<file path="config.mk">
export PLATFORM = sky130hd
export DESIGN_NAME = spim_top
export DESIGN_NICKNAME = d
export VERILOG_FILES = /design/src/rtl/spim_pkg.sv /design/src/rtl/spim_ctrl.sv /design/src/rtl/spim_dp.sv /design/src/rtl/spim_top.sv
export SDC_FILE = /design/constraint.sdc
export NUM_CORES = 1
export LEC_CHECK = 0
export BUFFER_PORTS_ARGS = -buffer_cell sky130_fd_sc_hd__buf_2
export CORE_MARGIN = 5
export CORE_UTILIZATION = 40
export CTS_BUF_LIST = sky130_fd_sc_hd__clkbuf_16
export CTS_CLUSTER_SIZE = 16
export DETAILED_ROUTE_END_ITERATION = 10
export PLACE_DENSITY = 0.58
export REMOVE_ABC_BUFFERS = 1
export SETUP_SLACK_MARGIN = 0.2
export SLEW_MARGIN = 20
export SYNTH_ARGS = -nofsm -noshare
export SYNTH_HDL_FRONTEND = slang
export SYNTH_SLANG_ARGS = --single-unit
export TNS_END_PERCENT = 20
</file>
<file path="constraint.sdc">
create_clock -name clk -period 5.95 [get_ports clk]
set_input_delay 0.595 -clock clk [delete_from_list [all_inputs] [get_ports clk]]
set_output_delay 0.595 -clock clk [all_outputs]
set_load 0.05 [all_outputs]
</file>
<file path="src/rtl/spim_pkg.sv">
package spim_pkg;
  localparam int DATA_BYTES = 32;
  localparam int BUF_BITS   = DATA_BYTES * 8;
  localparam int DATA_WORDS = DATA_BYTES / 4;
  localparam int IDX_W      = $clog2(BUF_BITS + 1);
  localparam int POS_W      = $clog2(BUF_BITS);
  localparam int OP_MAX     = 32;
  localparam int OPPOS_W    = $clog2(OP_MAX);

  localparam logic [7:0] A_CTRL  = 8'h00;
  localparam logic [7:0] A_OPC   = 8'h04;
  localparam logic [7:0] A_DATA0 = 8'h08;
  localparam logic [7:0] A_CFG   = 8'h28;
  localparam logic [7:0] A_LEN   = 8'h2C;
  localparam logic [7:0] A_CS    = 8'h38;

  typedef enum logic [1:0] {PH_IDLE, PH_OP, PH_TX, PH_RX} phase_e;

  typedef struct packed {
    logic               busy;
    phase_e             phase;
    logic [IDX_W-1:0]   bitIdx;
    logic [OPPOS_W-1:0] opPos;
    logic               sampleEn;
  } strobe_t;
endpackage

</file>
<file path="src/rtl/spim_ctrl.sv">
module spim_ctrl
  import spim_pkg::*;
#(
  parameter int DIV_W = 12
) (
  input  logic             clk,
  input  logic             rstN,
  input  logic             startReq,
  input  logic [7:0]       opLenIn,
  input  logic [11:0]      txLenIn,
  input  logic [11:0]      rxLenIn,
  input  logic [DIV_W-1:0] divIn,
  input  logic             cpol,
  input  logic             cpha,
  output strobe_t          stb,
  output logic             sck
);
  localparam int CNT_W = DIV_W + 1;

  phase_e           phase, firstPhase, nextPhase;
  logic [IDX_W-1:0] bitIdx, opLen, txLen, rxLen, curLen;
  logic [IDX_W-1:0] opC, txC, rxC;
  logic [DIV_W-1:0] divLat;
  logic [CNT_W-1:0] divCnt, lastCnt, half, halfM1;
  logic             busy;

  // length clamping
  assign opC = (opLenIn > 8'(OP_MAX)) ? IDX_W'(OP_MAX) : IDX_W'(opLenIn);
  assign txC = (txLenIn > 12'(BUF_BITS)) ? IDX_W'(BUF_BITS) : txLenIn[IDX_W-1:0];
  assign rxC = (rxLenIn > 12'(BUF_BITS)) ? IDX_W'(BUF_BITS) : rxLenIn[IDX_W-1:0];

  assign busy    = (phase != PH_IDLE);
  assign lastCnt = CNT_W'(divLat) + CNT_W'(1);
  assign half    = (CNT_W'(divLat) + CNT_W'(2)) >> 1;
  assign halfM1  = half - CNT_W'(1);

  always_comb begin
    if (opC != '0)      firstPhase = PH_OP;
    else if (txC != '0) firstPhase = PH_TX;
    else if (rxC != '0) firstPhase = PH_RX;
    else                firstPhase = PH_IDLE;
  end

  always_comb begin
    nextPhase = PH_IDLE;
    curLen    = '0;
    unique case (phase)
      PH_OP: begin
        curLen = opLen;
        if (txLen != '0)      nextPhase = PH_TX;
        else if (rxLen != '0) nextPhase = PH_RX;
      end
      PH_TX: begin
        curLen = txLen;
        if (rxLen != '0) nextPhase = PH_RX;
      end
      PH_RX:   curLen = rxLen;
      default: curLen = '0;
    endcase
  end

  always_ff @(posedge clk or negedge rstN) begin
    if (!rstN) begin
      phase  <= PH_IDLE;
      bitIdx <= '0;
      divCnt <= '0;
      opLen  <= '0;
      txLen  <= '0;
      rxLen  <= '0;
      divLat <= '0;
    end else if (!busy) begin
      if (startReq) begin
        phase  <= firstPhase;
        bitIdx <= '0;
        divCnt <= '0;
        opLen  <= opC;
        txLen  <= txC;
        rxLen  <= rxC;
        divLat <= divIn;
      end
    end else if (divCnt == lastCnt) begin
      divCnt <= '0;
      if (bitIdx + IDX_W'(1) < curLen) begin
        bitIdx <= bitIdx + IDX_W'(1);
      end else begin
        bitIdx <= '0;
        phase  <= nextPhase;
      end
    end else begin
      divCnt <= divCnt + CNT_W'(1);
    end
  end

  assign stb.busy     = busy;
  assign stb.phase    = phase;
  assign stb.bitIdx   = bitIdx;
  assign stb.opPos    = OPPOS_W'(opLen - bitIdx - IDX_W'(1));
  assign stb.sampleEn = (phase == PH_RX) && (divCnt == halfM1);

  assign sck = busy ? (cpol ^ ((divCnt < half) ? cpha : ~cpha)) : cpol;

  p_start_accept_r2: assert property (@(posedge clk) disable iff (!rstN)
    (startReq && !busy && ((opC | txC | rxC) != '0)) |=> busy);
  p_ignore_busy_start_r3: assert property (@(posedge clk) disable iff (!rstN)
    (startReq && busy) |=> ($stable(opLen) && $stable(txLen) && $stable(rxLen)));
  p_bit_in_range_r4: assert property (@(posedge clk) disable iff (!rstN)
    busy |-> (bitIdx < curLen));
  p_divcnt_bound_r7: assert property (@(posedge clk) disable iff (!rstN)
    busy |-> (divCnt <= lastCnt));
  p_sck_rests_r8: assert property (@(posedge clk) disable iff (!rstN)
    $fell(busy) |-> (sck == cpol));
endmodule

</file>
<file path="src/rtl/spim_dp.sv">
module spim_dp
  import spim_pkg::*;
#(
  parameter int NUM_CS = 4,
  parameter int DIV_W  = 12
) (
  input  logic              clk,
  input  logic              rstN,
  input  logic [7:0]        busAddr,
  input  logic              busWrEn,
  input  logic [31:0]       busWrData,
  output logic [31:0]       busRdData,
  input  strobe_t           stb,
  input  logic              miso,
  output logic              mosi,
  output logic [NUM_CS-1:0] csN,
  output logic              startReq,
  output logic [7:0]        opLen,
  output logic [11:0]       txLen,
  output logic [11:0]       rxLen,
  output logic [DIV_W-1:0]  div,
  output logic              cpol,
  output logic              cpha
);
  logic [31:0]         opcodeReg, lenReg;
  logic [BUF_BITS-1:0] dataBuf;
  logic [NUM_CS-1:0]   csReg;
  logic                lsbFirst;
  logic [POS_W-1:0]    bitPos;
  logic                unusedIdxTop;

  function automatic logic [POS_W-1:0] mapPos(input logic [IDX_W-1:0] idx, input logic lsb);
    return {idx[POS_W-1:3], (lsb ? idx[2:0] : ~idx[2:0])};
  endfunction

  assign bitPos       = mapPos(stb.bitIdx, lsbFirst);
  assign unusedIdxTop = stb.bitIdx[IDX_W-1];
  assign startReq     = busWrEn && (busAddr == A_CTRL) && busWrData[8];
  assign opLen        = lenReg[31:24];
  assign rxLen        = lenReg[23:12];
  assign txLen        = lenReg[11:0];
  assign csN          = ~csReg;

  always_ff @(posedge clk or negedge rstN) begin
    if (!rstN) begin
      opcodeReg <= '0;
      lenReg    <= '0;
      dataBuf   <= '0;
      csReg     <= '0;
      lsbFirst  <= 1'b0;
      cpol      <= 1'b0;
      cpha      <= 1'b0;
      div       <= '0;
    end else begin
      if (busWrEn) begin
        unique case (busAddr)
          A_OPC: opcodeReg <= busWrData;
          A_LEN: lenReg    <= busWrData;
          A_CS:  csReg     <= busWrData[NUM_CS-1:0];
          A_CFG: begin
            lsbFirst <= busWrData[3];
            cpol     <= busWrData[4];
            cpha     <= busWrData[5];
            div      <= busWrData[16 +: DIV_W];
          end
          default: ;
        endcase
      end
      for (int w = 0; w < DATA_WORDS; w++) begin
        if (busWrEn && (busAddr == A_DATA0 + 8'(4 * w)))
          dataBuf[w*32 +: 32] <= busWrData;
      end
      if (stb.sampleEn) dataBuf[bitPos] <= miso;
    end
  end

  always_comb begin
    unique case (stb.phase)
      PH_OP:   mosi = opcodeReg[stb.opPos];
      PH_TX:   mosi = dataBuf[bitPos];
      default: mosi = 1'b0;
    endcase
  end

  always_comb begin
    busRdData = '0;
    unique case (busAddr)
      A_CTRL: busRdData[16] = stb.busy;
      A_OPC:  busRdData = opcodeReg;
      A_LEN:  busRdData = lenReg;
      A_CS:   busRdData[NUM_CS-1:0] = csReg;
      A_CFG: begin
        busRdData[3]          = lsbFirst;
        busRdData[4]          = cpol;
        busRdData[5]          = cpha;
        busRdData[16 +: DIV_W] = div;
      end
      default: begin
        for (int w = 0; w < DATA_WORDS; w++)
          if (busAddr == A_DATA0 + 8'(4 * w)) busRdData = dataBuf[w*32 +: 32];
      end
    endcase
  end

  p_rx_mosi_low_r6: assert property (@(posedge clk) disable iff (!rstN)
    (stb.phase == PH_RX) |-> !mosi);
  p_cs_follows_r9: assert property (@(posedge clk) disable iff (!rstN)
    $past(busWrEn && (busAddr == A_CS)) |-> (csN == ~$past(busWrData[NUM_CS-1:0])));
endmodule

</file>
<file path="src/rtl/spim_top.sv">
module spim_top
  import spim_pkg::*;
#(
  parameter int NUM_CS = 4,
  parameter int DIV_W  = 12
) (
  input  logic              clk,
  input  logic              rstN,
  input  logic [7:0]        busAddr,
  input  logic              busWrEn,
  input  logic [31:0]       busWrData,
  output logic [31:0]       busRdData,
  output logic              spiSck,
  output logic              spiMosi,
  input  logic              spiMiso,
  output logic [NUM_CS-1:0] spiCsN
);
  strobe_t          stb;
  logic             startReq, cpol, cpha;
  logic [7:0]       opLen;
  logic [11:0]      txLen, rxLen;
  logic [DIV_W-1:0] div;

  spim_dp #(.NUM_CS(NUM_CS), .DIV_W(DIV_W)) uDp (
    .clk(clk), .rstN(rstN), .busAddr(busAddr), .busWrEn(busWrEn),
    .busWrData(busWrData), .busRdData(busRdData), .stb(stb), .miso(spiMiso),
    .mosi(spiMosi), .csN(spiCsN), .startReq(startReq), .opLen(opLen),
    .txLen(txLen), .rxLen(rxLen), .div(div), .cpol(cpol), .cpha(cpha)
  );

  spim_ctrl #(.DIV_W(DIV_W)) uCtrl (
    .clk(clk), .rstN(rstN), .startReq(startReq), .opLenIn(opLen),
    .txLenIn(txLen), .rxLenIn(rxLen), .divIn(div), .cpol(cpol), .cpha(cpha),
    .stb(stb), .sck(spiSck)
  );
endmodule

</file>
==> results of run 1 <==
## per-layer routing
| layer | part of all wire | routed length [um] | up-vias |
|---|---|---|---|
| li1 | - | - | 11039 |
| met1 | 0.40 | 44710 | 13085 |
| met2 | 0.46 | 51430 | 1553 |
| met3 | 0.095 | 10650 | 339 |
| met4 | 0.052 | 5853 | 2 |
| met5 | 0.00012 | 13 | - |
## area by class of cell
type,instances,area (um^2)
fillers,6967,41000
multi-input cells,2202,17690
well taps,959,1200
repair buffers,150,1080
inverters,25,93.84
flip-flops and latches,401,10030
diodes,1,2.502
clock buffers,51,1276
clock inverters,35,205.2
## kinds of logic after synthesis
logic type / Yosys count
AND/OR/NAND/NOR: 1017
flip-flops: 401
AO/OA/AOI/OAI: 395
buffers and inverters: 365
XOR/XNOR: 63
multiplexers: 695
adder cells (fa/ha/maj): 32
## placed cells by master (no fill, tap or decap), drive strengths merged, types with 5 or more instances in the layout
| cell type | instances |
|---|---|
| or2 | 13 |
| dfrtp | 401 |
| a21oi | 34 |
| a2111oi | 5 |
| ha | 31 |
| a22oi | 141 |
| nand4 | 288 |
| o211ai | 14 |
| mux2i | 23 |
| nor4 | 15 |
| o31ai | 8 |
| nor2 | 65 |
| o22ai | 9 |
| a32oi | 6 |
| clkinv | 18 |
| nor2b | 6 |
| buf | 149 |
| nand2b | 19 |
| a22o | 9 |
| nand3 | 69 |
| a31oi | 26 |
| a311oi | 5 |
| inv | 39 |
| xor2 | 21 |
| nand2 | 223 |
| o21ai | 77 |
| clkbuf | 51 |
| a222oi | 19 |
| mux4 | 58 |
| nor3 | 278 |
| xnor2 | 41 |
| a211oi | 9 |
| mux2 | 614 |
| and3 | 12 |
| and2 | 8 |
## per-stage QoR
step / TNS, ps / util
4_1_cts: 0 / 0.4351
5_1_grt: 0 / 0.4351
3_3_place_gp: 0 / 0.4144
6_report: 0 / 0.4351
3_5_place_dp: 0 / 0.4145
2_1_floorplan: -1504820 / -
## registers in the layout, indices dropped and copies added (netlist names), 9 cells and up
| name | flops |
|---|---|
| uCtrl.rxLen | 9 |
| uDp.div | 12 |
| uDp.dataBuf | 256 |
| uCtrl.txLen | 9 |
| uCtrl.divCnt | 13 |
| uDp.lenReg | 32 |
| uCtrl.divLat | 12 |
| uDp.opcodeReg | 32 |
| uCtrl.bitIdx | 9 |
## power groups by stage
stage	sequential, mW	combinational (mW)	clock, mW
floorplan	3.09	0.777	0
global placement	3.21	1.26	0
detailed placement	3.21	1.29	0
CTS	3.17	1.29	2.90
global route	3.19	1.40	3.01
finish	3.18	1.31	2.87
## worst register-to-register path: cells and delay by family, from the launching register on
family | cells | cell delay [ps]
multiplexers | 1 | 360
XOR/XNOR | 2 | 510
flip-flops | 1 | 730
AO/OA/AOI/OAI | 1 | 910
AND/OR/NAND/NOR | 3 | 1380
buffers and inverters | 1 | 400
## path summary, 6_finish.rpt
| path | startpoint | end | slack [ps] | cells past startpoint |
|---|---|---|---|---|
| min in group asynchronous | rstN | uCtrl.divLat[10] | 530 | 2 |
| max in group asynchronous | rstN | uDp.dataBuf[60] | 4010 | 3 |
| min reg2reg | uCtrl.opLen[6] | uCtrl.opLen[6] | 490 | 1 |
| min | busWrData[9] | uDp.opcodeReg[9] | 430 | 2 |
| max reg2reg | uCtrl.divLat[3] | uDp.dataBuf[72] | 1550 | 8 |
| max | uDp.lsbFirst | spiMosi | 620 | 10 |
## what timing repair did
item / in CTS / in global routing
endpoints found under the setup margin: 0 / 0
hold buffers: 1 / 0
endpoints found under the hold margin: 54 / 0
==> summary.txt, run 1 <==
Run status
  • Status: completed

Power
  • Int Pwr: 5.015 mW
  • Seq pwr share: 0.432
  • Max VDD drop: roughly 0.36 mV
  • Sw Ratio: 0.3193
  • Total power: 7.367 mW
  • PwrDens: 233.3 nW/um^2
  • Comb pwr share: 0.178
  • P_sw: ~2.4 mW
  • P_leak: approximately 12 nW
  • Clock share of power: 0.390

Synthesis
  • Synthesized instance count: 2,968
  • Mux contribution to synthesized area: 0.2903
  • Post-synth top area share: 0.3443
  • Netlist Area Pre-Place: 29,150 um^2
  • Yosys Warn Count: 0
  • Synth area leader: dfrtp_1
  • Synth top cells by count: 534 x mux2_2, 401 x dfrtp_1, 287 x nand4_1, 276 x nor3_1, 220 x nand2_1
  • Netlist cell types: 77
  • Seq/Total Area, Yosys: 0.3443
  • #FFs+latches synth: 401
  • EDFF count, synth: 0
  • Post-Synth Simple-Gate Area: 0.1818
  • Ys flop type: dfrtp_1
  • Average size of a mapped cell: 9.820 um^2
  • Post-synthesis compound-gate area fraction: 0.09526
  • Adder-Cell Fraction of Synth Area: 0.01400
  • Main combinational cell family by area after synthesis: multiplexers
  • Top post-synthesis cells by area: dfrtp_1 34%, mux2_2 21%, nand4_1 6.2%
  • Synth async-reset ratio: 1.000
  • Count leader, synth: mux2_2
  • Area share of xor/xnor cells in the synthesized design: 0.01940

CTS
  • Clock slew at reported path FFs: around 60 ps
  • Number of post-CTS setup repair buffers: 0
  • Sink Count: 401
  • Clk_lat worst skew: 620 ps
  • Post-CTS Resized: 0
  • Root buffer cell: clkbuf_16
  • Clock Tree Buf Depth: 3
  • # H-tree levels: 2
  • CTS tree: yes
  • Num CTS Buffers: 49

STA
  • Final min period: 5329 ps
  • Fin Hold WS: around 430 ps
  • Count of final setup violators: 0
  • Fin. Hold Viols: 0
  • Slew at the pin closest to its max-slew limit: 1254 ps
  • Final Max Slew Viols: 0
  • Clock skew: ~32 ps
  • Slew headroom: 0.1574
  • F_max: 187.6 MHz
  • Setup WS post-layout: around 620 ps
  • Part of the cycle the worst path needs: 0.8956
  • RSZ-0062 raised after global routing: false

Layout
  • Nets: ~2,900
  • Final cell count without fillers: 3,824
  • Area growth from synthesis to layout: 8.367%
  • Finished Cell Area: 31,580 um^2
  • Share of cells above drive strength 1: 0.2982

Drt
  • DR vias/cell: 6.804
  • Drt drc: 0
  • Pre-antenna DRT Iters: 8
  • Iter 0 DRT Violations: 3,115
  • Drt total wl: 112,700 um
  • ANT nets after route: 0
  • Avg WL per Cell: 29.46 um
  • Routed via count: approximately 26,000

Place
  • Area after DPL: 30,090 um^2
  • DP Cell Count: 3,736
  • Placer Congestion: 0.9812
  • DP HPWL: 74,260 um
  • Worst slack, placed: 1370 ps
  • PortBufs: 81

Die
  • Core Footprint: 72,590 um^2
  • Area of the die: between 70,000 and 80,000 um^2
  • Site Rows: 99
  • Initial Util: 0.4015
  • Die width: 279.9 um
  • Die H: 279.9 um
  • I/O pin count: about 80

Global route
  • Met3 Track Usage GR: 0.05942
  • Vias in the first global route: 25,636
  • Tot GR Track Use: 0.2756
  • Largest net degree at the start of global routing: ~190
  • Busiest grt layer: met2
  • M2 GR Usage: 0.4351
  • Total grt overflow: 0
  • Met1 usage: 0.3657
  • Initial antenna violation count: 4
  • First-pass GRT wire length: 167,000 um

Worst setup path
  • Crit start category: flip-flop
  • Critical-path cell list: xnor2_2 -> buf_4 -> mux4_2 -> a22o_1 -> a221oi_1 -> o22ai_1 -> nor4_1 -> a21oi_1 -> a41o_1 -> buf_2
  • CP arrival: 4730 ps
  • Critical Path RT: 5360 ps
  • Slowest cell on the critical path: dfrtp_1
  • Buf+Inv Stages, Crit Path: 2
  • Worst Setup End Kind: output pin
  • Crit-path leading delay family: compound AO/OA/AOI/OAI gates
  • Delay of the slowest cell on the worst path: roughly 760 ps
  • Critical Path Fanout Max: 21
  • Kind of critical path: reg -> out

Min path
  • Hold WC Path Type: in -> reg

Run
  • Max Cap Violations: 0
Power figures use the tool's default switching activity.
==> inputs of run 2 (changes only) <==
Settings changed: PLACE_DENSITY 0.58 to 0.67.
==> summary.txt, run 2 (synthesis gave the netlist of run 1 again) <==
Drt
  • Iter 0 DRT Violations: 3,848 (+24%)
  • DR vias/cell: 6.797 (-0.10%)
  • ANT nets after route: 0 (unchanged)
  • Drt total wl: 107,300 um (-4.7%)
  • Routed via count: 26,032 (+0.054%)
  • Drt drc: 0 (unchanged)
  • Avg WL per Cell: 28.03 um (-4.9%)
  • Pre-antenna DRT Iters: 6 (-2)

Worst setup path
  • Critical Path Fanout Max: 20 (-4.8%)
  • Crit start category: flip-flop
  • Critical Path RT: 5360 ps (about the same)
  • FF-to-FF setup slack: 1830 ps (+280 ps)
  • R2r endpoint: uDp.dataBuf[51]
  • Worst reg2reg path depth: 10 (+2)
  • RR Startpoint: uCtrl.divLat[1]
  • CP arrival: 4640 ps (-90 ps)
  • Kind of critical path: reg -> out
  • Worst Setup End Kind: output pin

STA
  • RSZ-0062 raised after global routing: false
  • Clock skew: 42.89 ps (+10.99 ps)
  • Count of final setup violators: 0 (unchanged)
  • Slew at the pin closest to its max-slew limit: 1175 ps (-79.09 ps)
  • F_max: 190.9 MHz (+1.8%)
  • Final Max Slew Viols: 0 (unchanged)
  • Part of the cycle the worst path needs: 0.8802 (-0.01542)
  • Slew headroom: 0.2138 (+0.05638)
  • Final min period: 5237 ps (-91.76 ps)
  • Fin. Hold Viols: 0 (unchanged)
  • Setup WS post-layout: 712.6 ps (+91.76 ps)

Die
  • Core Footprint: 72,590 um^2 (unchanged)
  • Die width: 279.9 um (unchanged)
  • Site Rows: 99 (unchanged)
  • Initial Util: 0.4015 (unchanged)
  • Die H: 279.9 um (unchanged)
  • I/O pin count: 82 (unchanged)
  • Area of the die: 78,360 um^2 (unchanged)

Layout
  • Share of cells above drive strength 1: 0.3016 (+0.003453)
  • Register area: 10,030 um^2 (unchanged)
  • Max reg flops: 256 (unchanged)
  • Largest register by flop count: uDp.dataBuf
  • Nets: 2,912 (+0.24%)
  • Multi-input logic area: 17,670 um^2 (-0.11%)
  • Diode count: 0 (-1)
  • Area growth from synthesis to layout: 8.981%
  • # fillers: 6,969 (+0.029%)
  • Final cell count without fillers: 3,830 (+0.16%)
  • Most frequent cells in the layout: 534 x mux2_2, 401 x dfrtp_1, 287 x nand4_1
  • Biggest regs: uDp.dataBuf: 256 flops, uDp.lenReg: 32 flops, uDp.opcodeReg: 32 flops
  • Most common cell after layout, fill and taps aside: mux2_2

CTS
  • Clk_lat worst skew: 620 ps (about the same)
  • Clock slew at reported path FFs: 60 ps (about the same)
  • Post-CTS Resized: 0 (unchanged)
  • Number of post-CTS setup repair buffers: 0 (unchanged)
  • CTS tree: yes
  • Num CTS Buffers: 48 (-2.0%)
  • Hold buffers post-CTS: 0 (-1)
  • Clock Tree Buf Depth: 3 (unchanged)
  • Sink Count: 401 (unchanged)
  • Root buffer cell: clkbuf_16
  • # H-tree levels: 2 (unchanged)

Place
  • DP Cell Count: 3,744 (+0.21%)
  • Placer Congestion: 0.9483 (-3.4%)
  • Worst slack, placed: 1358 ps (-12.55 ps)
  • PortBufs: 81 (unchanged)
  • DP HPWL: 69,980 um (-5.8%)

Run
  • Max Cap Violations: 0 (unchanged)

Min path
  • Hold WC Path Type: in -> async

Power
  • Comb pwr share: 0.180 (+0.002)
  • Max VDD drop: 0.2137 mV (-40%)
  • P_leak: 11.91 nW (+0.55%)
  • Clock share of power: 0.399 (+0.009)
  • Sw Ratio: 0.3129 (-0.006372)
  • Seq pwr share: 0.420 (-0.012)
  • PwrDens: 237.9 nW/um^2 (+2.0%)
  • P_sw: 2.365 mW (+0.53%)
  • Int Pwr: 5.192 mW (+3.5%)

Global route
  • Initial antenna violation count: 2 (-2)
  • Largest net degree at the start of global routing: 173 (-10%)
  • Total grt overflow: 0 (unchanged)
  • Vias in the first global route: 25,057 (-2.3%)
  • First-pass GRT wire length: 161,000 um (-3.6%)
  • Tot GR Track Use: 0.2630 (-0.01257)

Run status
  • Status: completed
[run 2: changes by cell type in the layout (fill, tap and decap cells not counted), moves of 3 or more]
cell	previous run	this run
buf_4	57	63
bufinv_16	2	6
inv_1	37	29
nor2_2	7	10
[run 2: layer usage]
metal	track usage	share of wire	up-vias
li1	-	-	11078
met1	0.3454	0.38	12906
met2	0.4093	0.45	1655
met3	0.06317	0.11	389
met4	0.1286	0.061	4
met5	0	0.00018	-
[run 2: power by group through the flow]
stage / sequential (mW) / clock (mW) / combinational, mW
2_1_floorplan: 3.09 / 0 / 0.777
3_3_place_gp: 3.20 / 0 / 1.32
3_5_place_dp: 3.21 / 0 / 1.33
4_1_cts: 3.16 / 3.05 / 1.34
5_1_grt: 3.19 / 3.15 / 1.45
6_report: 3.18 / 3.02 / 1.36
[run 2: how the worst max path moves through the flow]
stage | to | startpoint | slack (ps) | cells after the start
final | spiMosi | uCtrl.bitIdx[1] | 710 | 10
after CTS | spiSck | uCtrl.divLat[1] | 680 | 13
after detailed placement | spiSck | uCtrl.divLat[1] | 1360 | 13
after floorplan | uDp.dataBuf[100] | uCtrl.divLat[1] | -5930 | 9
after global placement | spiSck | uCtrl.divLat[1] | 1340 | 13
after global routing | spiSck | uCtrl.divLat[1] | 420 | 13
[run 2: area by class of cell]
cell class                 instances  area share
multi-input combinational       2202      0.5564
sequential                       401      0.3159
clock buffer                      49     0.03860
tap                              959     0.03778
timing repair buffer             158     0.03723
clock inverter                    36     0.01111
inverter                          25    0.002954
[run 2: worst max-delay path, cell delays in order, from the launching register on]
cell and delay, ps:
dfrtp_1 950, xor2_4 640, buf_4 290, mux4_2 300, a22o_1 310, a221oi_1 420
o22ai_1 130, nor4_1 290, a21oi_1 130, a41o_1 320, buf_2 250
[run 2: per-stage QoR]
| stage | TNS [ps] | instance area [um^2] | utilization | hold WS (ps) | power (mW) |
|---|---|---|---|---|---|
| floorplan | -1504820 | 27640 | - | 299.4 | 3.871 |
| global placement | 0 | 30140 | 0.4153 | 474.2 | 4.518 |
| detailed placement | 0 | 30150 | 0.4154 | 475.3 | 4.543 |
| CTS | 0 | 31730 | 0.4372 | 32.46 | 7.550 |
| global route | 0 | 31760 | 0.4376 | 82.53 | 7.787 |
| finish | 0 | 31760 | 0.4376 | 20.37 | 7.557 |
